`src/rtl/lsc_pkg.sv`:
```
package lsc_pkg;

    typedef enum logic [1:0] {
        KIND_FILL0 = 2'b00,
        KIND_FILL1 = 2'b01,
        KIND_DATA  = 2'b10,
        KIND_CTRL  = 2'b11
    } frame_kind_e;

    typedef enum logic [1:0] {
        ST_TRAIN = 2'b00,
        ST_WAIT  = 2'b01,
        ST_READY = 2'b10
    } link_state_e;

    typedef struct packed {
        link_state_e st;
    } ctrl_regs_t;

endpackage

```
`src/rtl/lsc_frame_class.sv`:
```
module lsc_frame_class
    import lsc_pkg::*;
(
    input  logic        frame_vld,
    input  logic [1:0]  rx_kind,
    input  logic        rx_err,
    output logic        bad_frame,
    output logic        clean_fill,
    output logic        clean_fill0,
    output logic        peer_up
);
    logic clean;

    always_comb begin
        clean       = frame_vld && !rx_err;
        bad_frame   = frame_vld && rx_err;
        // Both fill kinds have the upper kind bit clear.
        clean_fill  = clean && !rx_kind[1];
        clean_fill0 = clean && (rx_kind == KIND_FILL0);
        peer_up     = clean && (rx_kind != KIND_FILL0);
    end
endmodule

```
`src/rtl/lsc_qual_cnt.sv`:
```
module lsc_qual_cnt #(
    parameter int LOCK_CNT = 8
) (
    input  logic clk,
    input  logic rst_n,
    input  logic clr,
    input  logic inc,
    output logic hit
);
    localparam int CW = (LOCK_CNT > 1) ? $clog2(LOCK_CNT) : 1;
    localparam logic [CW-1:0] LAST = CW'(LOCK_CNT - 1);

    logic [CW-1:0] cnt_d, cnt_q;

    always_comb begin
        hit   = inc && (cnt_q == LAST);
        cnt_d = cnt_q;
        if (clr || hit) begin
            cnt_d = '0;
        end else if (inc) begin
            cnt_d = cnt_q + 1'b1;
        end
    end

    always_ff @(posedge clk) begin
        if (!rst_n) begin
            cnt_q <= '0;
        end else begin
            cnt_q <= cnt_d;
        end
    end
endmodule

```
`src/rtl/lsc_state_out.sv`:
```
module lsc_state_out
    import lsc_pkg::*;
(
    input  link_state_e st,
    output logic        tx_fill1,
    output logic        fdet_en,
    output logic        rfd
);
    always_comb begin
        tx_fill1 = 1'b0;
        fdet_en  = 1'b1;
        rfd      = 1'b0;
        unique case (st)
            ST_TRAIN: begin
                tx_fill1 = 1'b0;
                fdet_en  = 1'b1;
                rfd      = 1'b0;
            end
            ST_WAIT: begin
                tx_fill1 = 1'b1;
                fdet_en  = 1'b0;
                rfd      = 1'b0;
            end
            ST_READY: begin
                tx_fill1 = 1'b1;
                fdet_en  = 1'b0;
                rfd      = 1'b1;
            end
            default: begin
                tx_fill1 = 1'b0;
                fdet_en  = 1'b1;
                rfd      = 1'b0;
            end
        endcase
    end
endmodule

```
`src/rtl/link_startup_ctrl.sv`:
```
module link_startup_ctrl
    import lsc_pkg::*;
#(
    parameter int LOCK_CNT = 8
) (
    input  logic       clk,
    input  logic       rst_n,
    input  logic       frame_vld,
    input  logic [1:0] rx_kind,
    input  logic       rx_err,
    output logic       tx_fill1,
    output logic       fdet_en,
    output logic       rfd
);
    ctrl_regs_t r_d, r_q;

    logic bad_frame, clean_fill, clean_fill0, peer_up;
    logic cnt_clr, cnt_inc, cnt_hit;

    lsc_frame_class u_class (
        .frame_vld   (frame_vld),
        .rx_kind     (rx_kind),
        .rx_err      (rx_err),
        .bad_frame   (bad_frame),
        .clean_fill  (clean_fill),
        .clean_fill0 (clean_fill0),
        .peer_up     (peer_up)
    );

    lsc_qual_cnt #(.LOCK_CNT(LOCK_CNT)) u_qual (
        .clk   (clk),
        .rst_n (rst_n),
        .clr   (cnt_clr),
        .inc   (cnt_inc),
        .hit   (cnt_hit)
    );

    lsc_state_out u_out (
        .st       (r_q.st),
        .tx_fill1 (tx_fill1),
        .fdet_en  (fdet_en),
        .rfd      (rfd)
    );

    always_comb begin
        r_d     = r_q;
        cnt_inc = (r_q.st == ST_TRAIN) && clean_fill;
        // The run must be consecutive: any other strobed frame empties it,
        // and outside training the count is kept empty.
        cnt_clr = (r_q.st != ST_TRAIN) || (frame_vld && !clean_fill);

        unique case (r_q.st)
            ST_TRAIN: begin
                if (cnt_hit) begin
                    r_d.st = ST_WAIT;
                end
            end
            ST_WAIT: begin
                if (bad_frame) begin
                    r_d.st = ST_TRAIN;
                end else if (peer_up) begin
                    r_d.st = ST_READY;
                end
            end
            ST_READY: begin
                if (bad_frame || clean_fill0) begin
                    r_d.st = ST_TRAIN;
                end
            end
            default: begin
                r_d.st = ST_TRAIN;
            end
        endcase
    end

    always_ff @(posedge clk) begin
        if (!rst_n) begin
            r_q.st <= ST_TRAIN;
        end else begin
            r_q <= r_d;
        end
    end
endmodule

```
`config.mk`:
```
export PLATFORM = sky130hd
export DESIGN_NAME = link_startup_ctrl
export DESIGN_NICKNAME = d
export VERILOG_FILES = /design/src/rtl/lsc_pkg.sv /design/src/rtl/lsc_frame_class.sv /design/src/rtl/lsc_qual_cnt.sv /design/src/rtl/lsc_state_out.sv /design/src/rtl/link_startup_ctrl.sv
export SDC_FILE = /design/constraint.sdc
export NUM_CORES = 1
export LEC_CHECK = 0
export ABC_CLOCK_PERIOD_IN_PS = 2050
export BUFFER_PORTS_ARGS = -buffer_cell sky130_fd_sc_hd__buf_2
export CAP_MARGIN = 10
export CORE_MARGIN = 2
export CORE_UTILIZATION = 25
export CTS_CLUSTER_DIAMETER = 60
export DETAILED_ROUTE_END_ITERATION = 12
export GPL_ROUTABILITY_DRIVEN = 0
export PLACE_DENSITY = 0.49
export SLEW_MARGIN = 30
export SYNTH_ARGS = -nofsm -noshare
export SYNTH_HDL_FRONTEND = slang
export SYNTH_SLANG_ARGS = --single-unit
```
`constraint.sdc`:
```
create_clock -name clk -period 2.05 [get_ports clk]
set_input_delay 0.5125 -clock clk [delete_from_list [all_inputs] [get_ports clk]]
set_output_delay 0.5125 -clock clk [all_outputs]
set_load 0.01 [all_outputs]
```
=== Word-level counts from Yosys, hierarchy flattened ===
Cells that the tools add are included.

* Word-level logic and storage cells: 39
* Bits in writable memories: 0
* Latch bits: 0
* Memory bits (read-only): 0
* Memories: 0
* Bits in registers: 5

* Equal/unequal tests: 6
* Divide/modulo/power cells: 0
* Reductions and logical operators: 21
* Mux-type cells: 8
* $lt $le $gt $ge: 0
* Add/sub/neg operators: 1
* Bitwise operators: 1
* Shifts and indexed selects: 0
* $mul: 0

{| class="wikitable"
|+ Operator list
! kind !! count
|-
| logical AND 1 bit || 8
|-
| 2-to-1 mux 2 bit || 4
|-
| case mux 2 bit (3 select lines) || 1
|-
| logical NOT 2 bit || 2
|-
| inequality test 2 bit, second input constant || 2
|-
| nonzero test 2 bit || 2
|-
| OR reduction 2 bit || 2
|-
| adder 3 x 1 -> 3 bit, second input constant || 1
|-
| equality test 3 bit, second input constant || 1
|-
| logical NOT 1 bit || 3
|-
| logical OR 1 bit || 3
|-
| 2-to-1 mux 1 bit || 3
|-
| inequality test 3 bit, second input constant || 1
|-
| AND reduction 3 bit || 1
|-
| equality test 2 x 1 -> 1 bit, second input constant || 1
|-
| equality test 2 bit, second input constant || 1
|-
| NOT 1 bit || 1
|}

=== Depth between registers and ports, before layout ===
Gate-level depths: netlist (run 1).

* Depth after elaboration: 8
* Mapped depth: 6
* Depth with buffers taken out: 6

=== Modules after synthesis ===
From an unflattened synthesis (run 1), not the netlist that was laid out.

* Cells, all modules: 39
* Area total of the unflattened synthesis: 336.6 um^2

{| class="wikitable"
|+ Modules (own cells, without submodules)
! module !! instances !! seq. area each (um^2) !! cells each !! area an instance (um^2)
|-
| lsc_qual_cnt || 1 || 60.1 || 16 || 158.9
|-
| link_startup_ctrl || 1 || 40.0 || 14 || 112.6
|-
| lsc_frame_class || 1 || 0.0 || 6 || 45.0
|-
| lsc_state_out || 1 || 0.0 || 3 || 20.0
|}

=== Least setup slack after synthesis (run 1) ===
No wires, ideal clock.

* Path type: reg-to-output
* From: reg, netlist name r_q[0]
* To: out fdet_en
* Stages on the path, launching flop included: 4
* Path slack: 0.696 ns
* Arrival: 0.841 ns
* Buffers on the path: 0
* Data required time: 1.537 ns
* Cell sequence: dfxtp_1 -> inv_1 -> ha_1 -> inv_1

* Word-level cells in the longest chain between the ends: 3
* Elaborated cells on any way between the ends: 4
* Those cells by class: eq/ne (2); mux (1); reduce/logical (1)

{| class="wikitable"
|+ RTL lines
! item !! RTL line !! RTL
|-
| equality test 2 x 1 -> 1 bit or equality test 2 bit (tied branches) || lsc_state_out.sv:13 || <nowiki>unique case (st)</nowiki>
|-
| OR reduction 2 bit (no line) (*) || - ||
|-
| 2-to-1 mux 1 bit (*) || lsc_state_out.sv:13 ||
|-
| to (decl) || link_startup_ctrl.sv:12 || <nowiki>output logic fdet_en,</nowiki>
|}

Mark *: on every way between the ends. The rest lies on a longest branch, timed or not.

=== Worst setup path after layout (run 1) ===
* From: reg, netlist name r_q[0]
* To: out fdet_en

* Word-level cells in the longest chain between the ends: 3
* Elaborated cells on any way between the ends: 4
* Those cells by class: eq/ne (2); mux (1); reduce/logical (1)

{| class="wikitable"
|+ RTL lines
! item !! RTL line
|-
| equality test 2 x 1 -> 1 bit or equality test 2 bit (tied branches) || lsc_state_out.sv:13
|-
| OR reduction 2 bit (no line) (*) || -
|-
| 2-to-1 mux 1 bit (*) || lsc_state_out.sv:13
|}

Marks and branches as above.

==> metrics.txt, run 1 <==
Max Cap Viol=0; Max Buffers Root-to-Sink=2; Static Leakage=0.000192 uW; Die Width=40.6 um; number of cells after detailed placement=60; grt ovf=0; Slew Limit Headroom=86.1%; synth warn=0; Clock power frac=48.1%; clk slew on worst S/H paths=0.04 ns; CTS H-tree lvls=1; initial core utilization=26.4%; DRC Markers=0; Req. time, crit path=1.54 ns; post-cts sizing count=0; Cells after Synth=38; Period minus WS final=1.64 ns; wire length per cell=8.56 um; setup bufs post-CTS=0; post-route insts no fill=64; flops & latches, synth=5; most common cell after layout, fill and taps aside=buf_2; I/O Buffers=8; die height=40.6 um; total track usage=9.03%; Power Dens Cells=545 nW/um^2; XOR/XNOR share of the synthesized area=2.61%; Worst Hold Class=reg2reg; number of fill cells in the layout=144; Setup TNS Final=0 ns; final core occ=32.7%; hold_buf cts=0; critical path fanouts, max=3; drt total wl=548 um; worst path arrival time=1.12 ns; Worst setup SP type=flip-flop; dpl ws=0.600 ns; clk_skew=0.000321 ns; Simple-Gate Fraction of Synth Area=17.2%; vias in the first global route=232; sequential share of power=43.7%; CTS Buf Count=3; share of cells above drive strength 1=26.5%; via count=283; post-synthesis mux area share=11.9%; row cnt=13; largest net degree at the start of global routing=7; Sw Ratio=20.4%; worst reg2reg path depth=6; P_sw=46.3 uW; Int Pwr=180 uW; crit path capture=fdet_en; antenna cells=0; Adder-Cell Fraction of Synth Area=22.4%; Cell variety after synth=16; Final Slew Violations=0; root buffer cell=clkbuf_4; unrepaired setup endpoints after global routing=false; Final Cycle Share=79.9%; clk_lat worst skew=0.24 ns; hold_sp=r_q[1]$_SDFFE_PN0P_; DRT iter0 DRCs=1; number of vias per cell=4.42; commonest cells after routing, fill and taps aside=8 x buf_2, 6 x ha_1, 5 x dfxtp_1; final setup violation count=0; CTS tree=built; Crit Path Category=reg2out; die area=1650 sq um; worst reg2reg setup slack=0.64 ns; average size of a mapped cell=8.82 sq um; Max VDD drop=0.204 mV; Syn Nets=50; final net count=62; Pre-antenna DRT Iters=4; first-pass GRT wire length=834 um; largest family of logic cells by synthesized area=adder cells; Compound-Gate Fraction of Synth Area=11.2%; Synth-to-Final Area Change=23.9%; final hold violation count=0; Mapped Area=335 sq um; combinational fraction of design power=8.2%; worst slew pin tran=0.207 ns; RR Startpoint=r_q[1]$_SDFFE_PN0P_; status=completed; final antenna-violating net count=0; final worst setup slack=0.413 ns; reg2reg end=r_q[0]$_SDFFE_PN0P_; Detail Placement HPWL=455 um; CTS Sinks=5; Power Total=227 uW; Seq/Total Area, Yosys=29.9%; FMAX=611 MHz; Core Region=1270 sq um; worst setup path startpoint=r_q[0]$_SDFFE_PN0P_; I/O pins=9; initial antenna violation count=0; CP Capture Type=primary output
-- routing by layer --
metal  global-route usage (%)  share of wire (%)  up-vias  routed length [um]
met4                     15.0                2.2        0                  12
li1                         -                  -      153                   -
met3                     3.26                6.6        2                  36
met1                     9.15                 48      118                 261
met2                     11.1                 43       10                 237
met5                        0                  0        -                   0
-- Yosys cell counts --
cell type | n | area share, %
ha_1 | 6 | 22
dfxtp_1 | 5 | 30
mux2i_1 | 4 | 12
nand2_1 | 4 | 4.5
nor2_1 | 4 | 4.5
inv_1 | 3 | 3.4
nand3_1 | 3 | 4.5
a21o_1 | 1 | 2.2
a22oi_2 | 1 | 3.7
and3_2 | 1 | 2.2
buf_2 | 1 | 1.5
nor3_1 | 1 | 1.5
o21ai_0 | 1 | 1.5
o21ai_1 | 1 | 1.5
o31ai_1 | 1 | 2.2
xnor2_1 | 1 | 2.6
-- worst min path at each step --
stage                     depth (start not counted)                           end
after floorplan                                   2           r_q[1]$_SDFFE_PN0P_
after global placement                            2  u_qual.cnt_q[1]$_SDFFE_PP0P_
after detailed placement                          2           r_q[1]$_SDFFE_PN0P_
after CTS                                         2           r_q[1]$_SDFFE_PN0P_
after global routing                              2           r_q[1]$_SDFFE_PN0P_
final                                             2           r_q[1]$_SDFFE_PN0P_
-- power groups by stage --
stage	Combinational, uW	Clock (uW)	Sequential, uW
final	18.6	109	98.9
after global placement	18.7	0	101
after floorplan	9.65	0	100
after detailed placement	18.6	0	101
after CTS	18.8	118	98.9
after global routing	20.7	122	98.8
-- kinds of logic (layout without fill, tap and decap cells) --
kind of cell,Yosys count,in the layout
AND/OR/NAND/NOR,13,13
adder cells (fa/ha/maj),6,6
AO/OA/AOI/OAI,5,5
flip-flops,5,5
multiplexers,4,4
buffers and inverters,4,15
XOR/XNOR,1,1
-- area by class of cell --
| type | instances | area, sq um | share of cell area (%) |
|---|---|---|---|
| Clock buffer | 4 | 26.3 | 6.33 |
| Inverter | 3 | 11.3 | 2.71 |
| Multi-Input combinational cell | 29 | 219 | 52.7 |
| Sequential cell | 5 | 100 | 24.1 |
| Tap cell | 15 | 18.8 | 4.52 |
| Timing Repair Buffer | 8 | 40.0 | 9.64 |
-- critical path, cell delays in order (launching register included) --
cell	delay, ns
dfxtp_1	0.34
inv_1	0.08
ha_1	0.30
inv_1	0.05
buf_2	0.11
-- through the flow --
step	area (sq um)	hold WS, ns
after CTS	415	0.485
after global routing	415	0.525
after floorplan	335	0.451
after global placement	389	0.481
final	415	0.482
after detailed placement	389	0.479
-- sequential cells by signal (all words and copies together), names as in the netlist --
signal / flops
r_q: 2
u_qual.cnt_q: 3
Note: power is estimated with default switching activity, not from simulation.
==> inputs of run 2 (changes only) <==
--- a/config.mk
+++ b/config.mk
@@ -5,7 +5,8 @@
 export SDC_FILE = /design/constraint.sdc
 export NUM_CORES = 1
 export LEC_CHECK = 0
-export ABC_CLOCK_PERIOD_IN_PS = 2050
+export ABC_AREA = 1
+export ABC_CLOCK_PERIOD_IN_PS = 1350
 export BUFFER_PORTS_ARGS = -buffer_cell sky130_fd_sc_hd__buf_2
 export CAP_MARGIN = 10
 export CORE_MARGIN = 2
@@ -13,7 +14,7 @@
 export CTS_CLUSTER_DIAMETER = 60
 export DETAILED_ROUTE_END_ITERATION = 12
 export GPL_ROUTABILITY_DRIVEN = 0
-export PLACE_DENSITY = 0.49
+export PLACE_DENSITY = 0.5
 export SLEW_MARGIN = 30
 export SYNTH_ARGS = -nofsm -noshare
 export SYNTH_HDL_FRONTEND = slang
==> constraint.sdc (replaced) <==
create_clock -name clk -period 1.35 [get_ports clk]
set_input_delay 0.3375 -clock clk [delete_from_list [all_inputs] [get_ports clk]]
set_output_delay 0.3375 -clock clk [all_outputs]
set_load 0.01 [all_outputs]
==> metrics.txt, run 2 <==
Worst Hold Class=in2reg; Synth-to-Final Area Change=40.0%; antenna cells=0 (unchanged); combinational fraction of design power=16.5% (+8.3 points); largest net degree at the start of global routing=6 (-1); Max VDD drop=0.341 mV (+67%); final antenna-violating net count=0 (unchanged); hold_buf cts=0 (unchanged); die height=43.1 um (+6.0%); CTS H-tree lvls=1 (unchanged); P_sw=99.8 uW (+120%); critical path fanouts, max=3 (unchanged); initial core utilization=25.9% (-0.49 points); number of fill cells in the layout=166 (+15%); DRT iter0 DRCs=1 (unchanged); FMAX=738 MHz; DP Area=442 sq um (+14%); flops & latches, synth=5 (unchanged); violated checks=negative setup slack; crit path max-delay cell type=dfxtp_2; Req. time, crit path=1.01 ns (-0.53 ns); number of vias per cell=4.26 (-3.8%); Max Cap Viol=0 (unchanged); Max Buffers Root-to-Sink=2 (unchanged); first-pass GRT wire length=1.28 mm (+53%); Power Dens Cells=733 nW/um^2 (+34%); Core Region=1470 sq um (+16%); met2 WL=362 um (+53%); final net count=83 (+34%); final worst setup slack=-0.00590 ns (-0.419 ns); total track usage=9.75% (+0.72 points); clk_lat worst skew=0.24 ns (about the same); Pre-antenna DRT Iters=4 (unchanged); most common cell after layout, fill and taps aside=nand2_1; ys flop type=dfxtp_1; Int Pwr=292 uW (+62%); commonest cells after routing, fill and taps aside=16 x nand2_1, 7 x buf_2, 6 x nor2_1; most flop-heavy register=u_qual.cnt_q; die area=1860 sq um (+12%); CTS Sinks=5 (unchanged); top cells by area, synth=dfxtp_1 26%, ha_1 20%, nand2_1 16%, inv_1 7.9%, nor2_1 5.9%; unrepaired setup endpoints after global routing=true; via count=366 (+29%); slowest stage delay, CP=0.34 ns (about the same); final setup violation count=1 (+1); Period minus WS final=1.36 ns; Die Width=43.1 um (+6.0%); final instance area=534 sq um (+29%); row cnt=14 (+1); CP Cell Sequence=inv_4 -> ha_4 -> inv_2 -> buf_6; Largest register FFs=3 (unchanged); I/O Buffers=8 (unchanged); CTS Buf Count=3 (unchanged); Detail Placement HPWL=593 um (+30%); most common cell in the netlist=nand2_1; number of flops mapped to enable cells by yosys=0 (unchanged); Yosys top cell area share=26.2% (-3.6 points); grt ovf=0 (unchanged); commonest cells in the synthesized netlist=16 x nand2_1, 8 x inv_1, 6 x ha_1, 6 x nor2_1, 5 x dfxtp_1; Final Cycle Share=100%; worst path arrival time=1.02 ns (-0.10 ns); Syn Nets=66 (+32%); clk_skew=0.00574 ns (+0.00542 ns); Final Slew Violations=0 (unchanged); status=complete, but fails checks; Power Total=392 uW (+73%); root buffer cell=clkbuf_4; drt total wl=740 um (+35%); cell taking the most area after synthesis=dfxtp_1; Slew Limit Headroom=84.6% (-1.5 points); Seq/Total Area, Yosys=26.2% (-3.6 points); DRC Markers=0 (unchanged); ys async rst share=0% (unchanged); metal3 WL=43 um (+19%); final hold violation count=0 (unchanged); Setup TNS Final=-0.00590 ns (-0.00590 ns); initial antenna violation count=0 (unchanged); share of cells above drive strength 1=40.0% (+13 points); I/O pins=9 (unchanged); uppermost layer routed=met4; CTS tree=built; final core occ=36.3% (+3.6 points); Largest regs=u_qual.cnt_q x3, r_q x2; Cell variety after synth=17 (+1); worst slew pin tran=0.231 ns (+0.0238 ns); sequential share of power=39.1% (-4.6 points); vias in the first global route=350 (+51%); synth warn=0 (unchanged); Clock power frac=44.4% (-3.7 points); CP Capture Type=primary output; average size of a mapped cell=7.07 sq um (-20%); Mapped Area=382 sq um (+14%); wl on met1=324 um (+24%); Crit Path Category=reg2out; Worst setup SP type=flip-flop; clk slew on worst S/H paths=0.04 ns (about the same); Cells after Synth=54 (+42%); wire length per cell=8.60 um (+0.49%); Static Leakage=0.000290 uW (+51%); Sw Ratio=25.5% (+5.0 points)
==> run 2: path summary, 6_finish.rpt <==
path,from,end,slack (ns),depth (start not counted)
max,r_q[0]$_SDFFE_PN0P_,fdet_en,-0.006,4
min,rst_n,r_q[0]$_SDFFE_PN0P_,0.34,3
max reg2reg,r_q[1]$_SDFFE_PN0P_,r_q[0]$_SDFFE_PN0P_,0.10,9
min reg2reg,u_qual.cnt_q[2]$_SDFFE_PP0P_,u_qual.cnt_q[2]$_SDFFE_PP0P_,0.54,4
==> run 2: cell families after synthesis <==
family / after synthesis / share of synthesized area, %
simple gates: 30 / 37.7
buf+inv: 9 / 8.85
fa+ha+maj: 6 / 19.7
flops: 5 / 26.2
compound gates: 3 / 5.25
xor+xnor: 1 / 2.30
==> run 2: metrics by stage <==
stage               hold slack, ns  setup WS [ns]  instances
floorplan                    0.458          0.169         54
global placement             0.544         0.0966         78
detailed placement           0.534          0.105         78
CTS                          0.338        -0.0231         84
global route                 0.345        -0.0346         86
finish                       0.339       -0.00590         86
==> run 2: cell type report <==
cell class	instances	area, sq um	share of cell area, %
Clock buffer	4	26.3	4.92
Inverter	9	38.8	7.26
Multi-Input combinational cell	40	267	49.9
Tap cell	16	20.0	3.75
Timing Repair Buffer	12	80.1	15.0
Sequential cell	5	103	19.2
==> run 2: power groups by stage <==
stage | Clock, uW | Sequential, uW | Combinational [uW]
global placement | 0 | 155 | 54.5
detailed placement | 0 | 155 | 54.3
CTS | 180 | 153 | 62.0
finish | 174 | 153 | 64.5
floorplan | 0 | 155 | 32.6
global route | 186 | 153 | 72.7
==> run 2: critical path, delay by kind of cell (launching register included) <==
family	cells	cell delay [ns]
adder cells (fa/ha/maj)	1	0.25
flip-flops	1	0.34
buffers and inverters	3	0.18
==> run 2: repair_timing <==
item | in CTS | in global routing
gates resized for setup | 9 | 3
setup buffers | 2 | 2
pin swaps | 1 | 6
endpoints found under the setup margin | 3 | 5
==> run 2: per-layer routing <==
layer	global-route usage (%)	vias to the layer above
met4	9.09	0
met2	15.2	10
met1	9.77	154
met3	3.83	2
met5	0	-
li1	-	200
==> inputs of run 3 (changes only) <==
--- a/config.mk
+++ b/config.mk
@@ -15,6 +15,7 @@
 export DETAILED_ROUTE_END_ITERATION = 12
 export GPL_ROUTABILITY_DRIVEN = 0
 export PLACE_DENSITY = 0.5
+export RECOVER_POWER = 100
 export SLEW_MARGIN = 30
 export SYNTH_ARGS = -nofsm -noshare
 export SYNTH_HDL_FRONTEND = slang
==> metrics.txt, run 3 (synthesized netlist as in run 2, its figures left out) <==
row cnt=14 (unchanged); clk slew on worst S/H paths=0.04 ns (about the same); Final Cycle Share=100% (about the same); DP Area=442 sq um (unchanged); Synth-to-Final Area Change=40.0% (unchanged); first-pass GRT wire length=1.28 mm (unchanged); FMAX=738 MHz (about the same); worst slew pin tran=0.230 ns (-0.0000892 ns); clk_skew=0.00574 ns (-0.000000450 ns); die area=1860 sq um (unchanged); Largest regs=u_qual.cnt_q x3, r_q x2; Final Slew Violations=0 (unchanged); CP Capture Type=primary output; CTS H-tree lvls=1 (unchanged); crit path max-delay cell type=dfxtp_2; Period minus WS final=1.36 ns (-0.0000762 ns); root buffer cell=clkbuf_4; initial antenna violation count=0 (unchanged); Detail Placement HPWL=593 um (unchanged); total track usage=9.75% (unchanged); Max Buffers Root-to-Sink=2 (unchanged); final antenna-violating net count=0 (unchanged); Req. time, crit path=1.01 ns (about the same); antenna cells=0 (unchanged); I/O Buffers=8 (unchanged); final net count=83 (unchanged); hold_buf cts=0 (unchanged); Worst Hold Class=in2reg; most flop-heavy register=u_qual.cnt_q; die height=43.1 um (unchanged); drt total wl=740 um (unchanged); commonest cells after routing, fill and taps aside=16 x nand2_1, 7 x buf_2, 6 x nor2_1; CTS Sinks=5 (unchanged); slowest stage delay, CP=0.34 ns (about the same); worst reg2reg path depth=9 (unchanged); unrepaired setup endpoints after global routing=true; DRT iter0 DRCs=1 (unchanged); Max VDD drop=0.341 mV (unchanged); CP Cell Sequence=inv_4 -> ha_4 -> inv_2 -> buf_6; final worst setup slack=-0.00582 ns (+0.0000762 ns); Worst setup SP type=flip-flop; final setup violation count=1 (unchanged); status=complete, but fails checks; violated checks=negative setup slack; initial core utilization=25.9% (unchanged); wire length per cell=8.60 um (unchanged); grt ovf=0 (unchanged); Crit Path Category=reg2out; Pre-antenna DRT Iters=4 (unchanged); Core Region=1470 sq um (unchanged); worst path arrival time=1.02 ns (about the same); Largest register FFs=3 (unchanged); final hold violation count=0 (unchanged); critical path fanouts, max=3 (unchanged); via count=366 (unchanged); CTS Buf Count=3 (unchanged); number of vias per cell=4.26 (unchanged); I/O pins=9 (unchanged); share of cells above drive strength 1=40.0% (unchanged); most common cell after layout, fill and taps aside=nand2_1; Slew Limit Headroom=84.6% (about the same); Max Cap Viol=0 (unchanged); clk_lat worst skew=0.24 ns (about the same); Hold Path Cell Cnt=3 (unchanged); final hold slack=0.339 ns (+0.0000760 ns); Static Leakage=0.000289 uW (-0.34%); Power Dens Cells=733 nW/um^2 (about the same); DRC Markers=0 (unchanged); vias in the first global route=350 (unchanged); largest net degree at the start of global routing=6 (unchanged); Die Width=43.1 um (unchanged); CTS tree=built; final instance area=534 sq um (unchanged)
==> run 3: what timing repair did <==
| item | in CTS | in global routing |
|---|---|---|
| pin swaps | 1 | 6 |
| gates resized for setup | 9 | 3 |
| buffers inserted | 2 | 2 |
| endpoints found under the setup margin | 3 | 5 |
| hold endpoints to repair | 0 | 0 |
==> run 3: final cells by class <==
cell class,instances,area [sq um]
Fill cell,166,937
Multi-Input combinational cell,40,267
Sequential cell,5,103
Timing Repair Buffer,12,80.1
Inverter,9,38.8
Clock buffer,4,26.3
Tap cell,16,20.0
==> run 3: final timing paths <==
| path | from | endpoint | slack (ns) |
|---|---|---|---|
| min | rst_n | r_q[0]$_SDFFE_PN0P_ | 0.34 |
| max reg2reg | r_q[1]$_SDFFE_PN0P_ | r_q[0]$_SDFFE_PN0P_ | 0.10 |
| max | r_q[0]$_SDFFE_PN0P_ | fdet_en | -0.006 |
| min reg2reg | u_qual.cnt_q[2]$_SDFFE_PP0P_ | u_qual.cnt_q[2]$_SDFFE_PP0P_ | 0.54 |
==> run 3: through the flow <==
stage,power [uW],setup TNS (ns),setup WS (ns),utilization (%),cells
after floorplan,187,0,0.169,-,54
after global placement,209,0,0.0966,30.0,78
after detailed placement,209,0,0.105,30.0,78
after CTS,395,-0.0320,-0.0231,34.6,84
after global routing,412,-0.0795,-0.0346,36.3,86
final,392,-0.00582,-0.00582,36.3,86
==> run 3: power by group <==
group / internal (uW) / switching, uW / total [uW]
Combinational: 28.9 / 35.5 / 64.4
Clock: 112 / 62.2 / 174
Sequential: 151 / 2.09 / 153
Total: 292 / 99.8 / 392
==> run 3: metal layers <==
| layer | wire length, um | global-route usage (%) |
|---|---|---|
| met2 | 361 | 15.2 |
| met5 | 0 | 0 |
| met4 | 9 | 9.09 |
| met1 | 325 | 9.77 |
| met3 | 43 | 3.83 |
==> run 3: critical path, delay by kind of cell (launching register included) <==
| kind | cells | cell delay [ns] |
|---|---|---|
| adder cells (fa/ha/maj) | 1 | 0.25 |
| buffers and inverters | 3 | 0.18 |
| flip-flops | 1 | 0.34 |
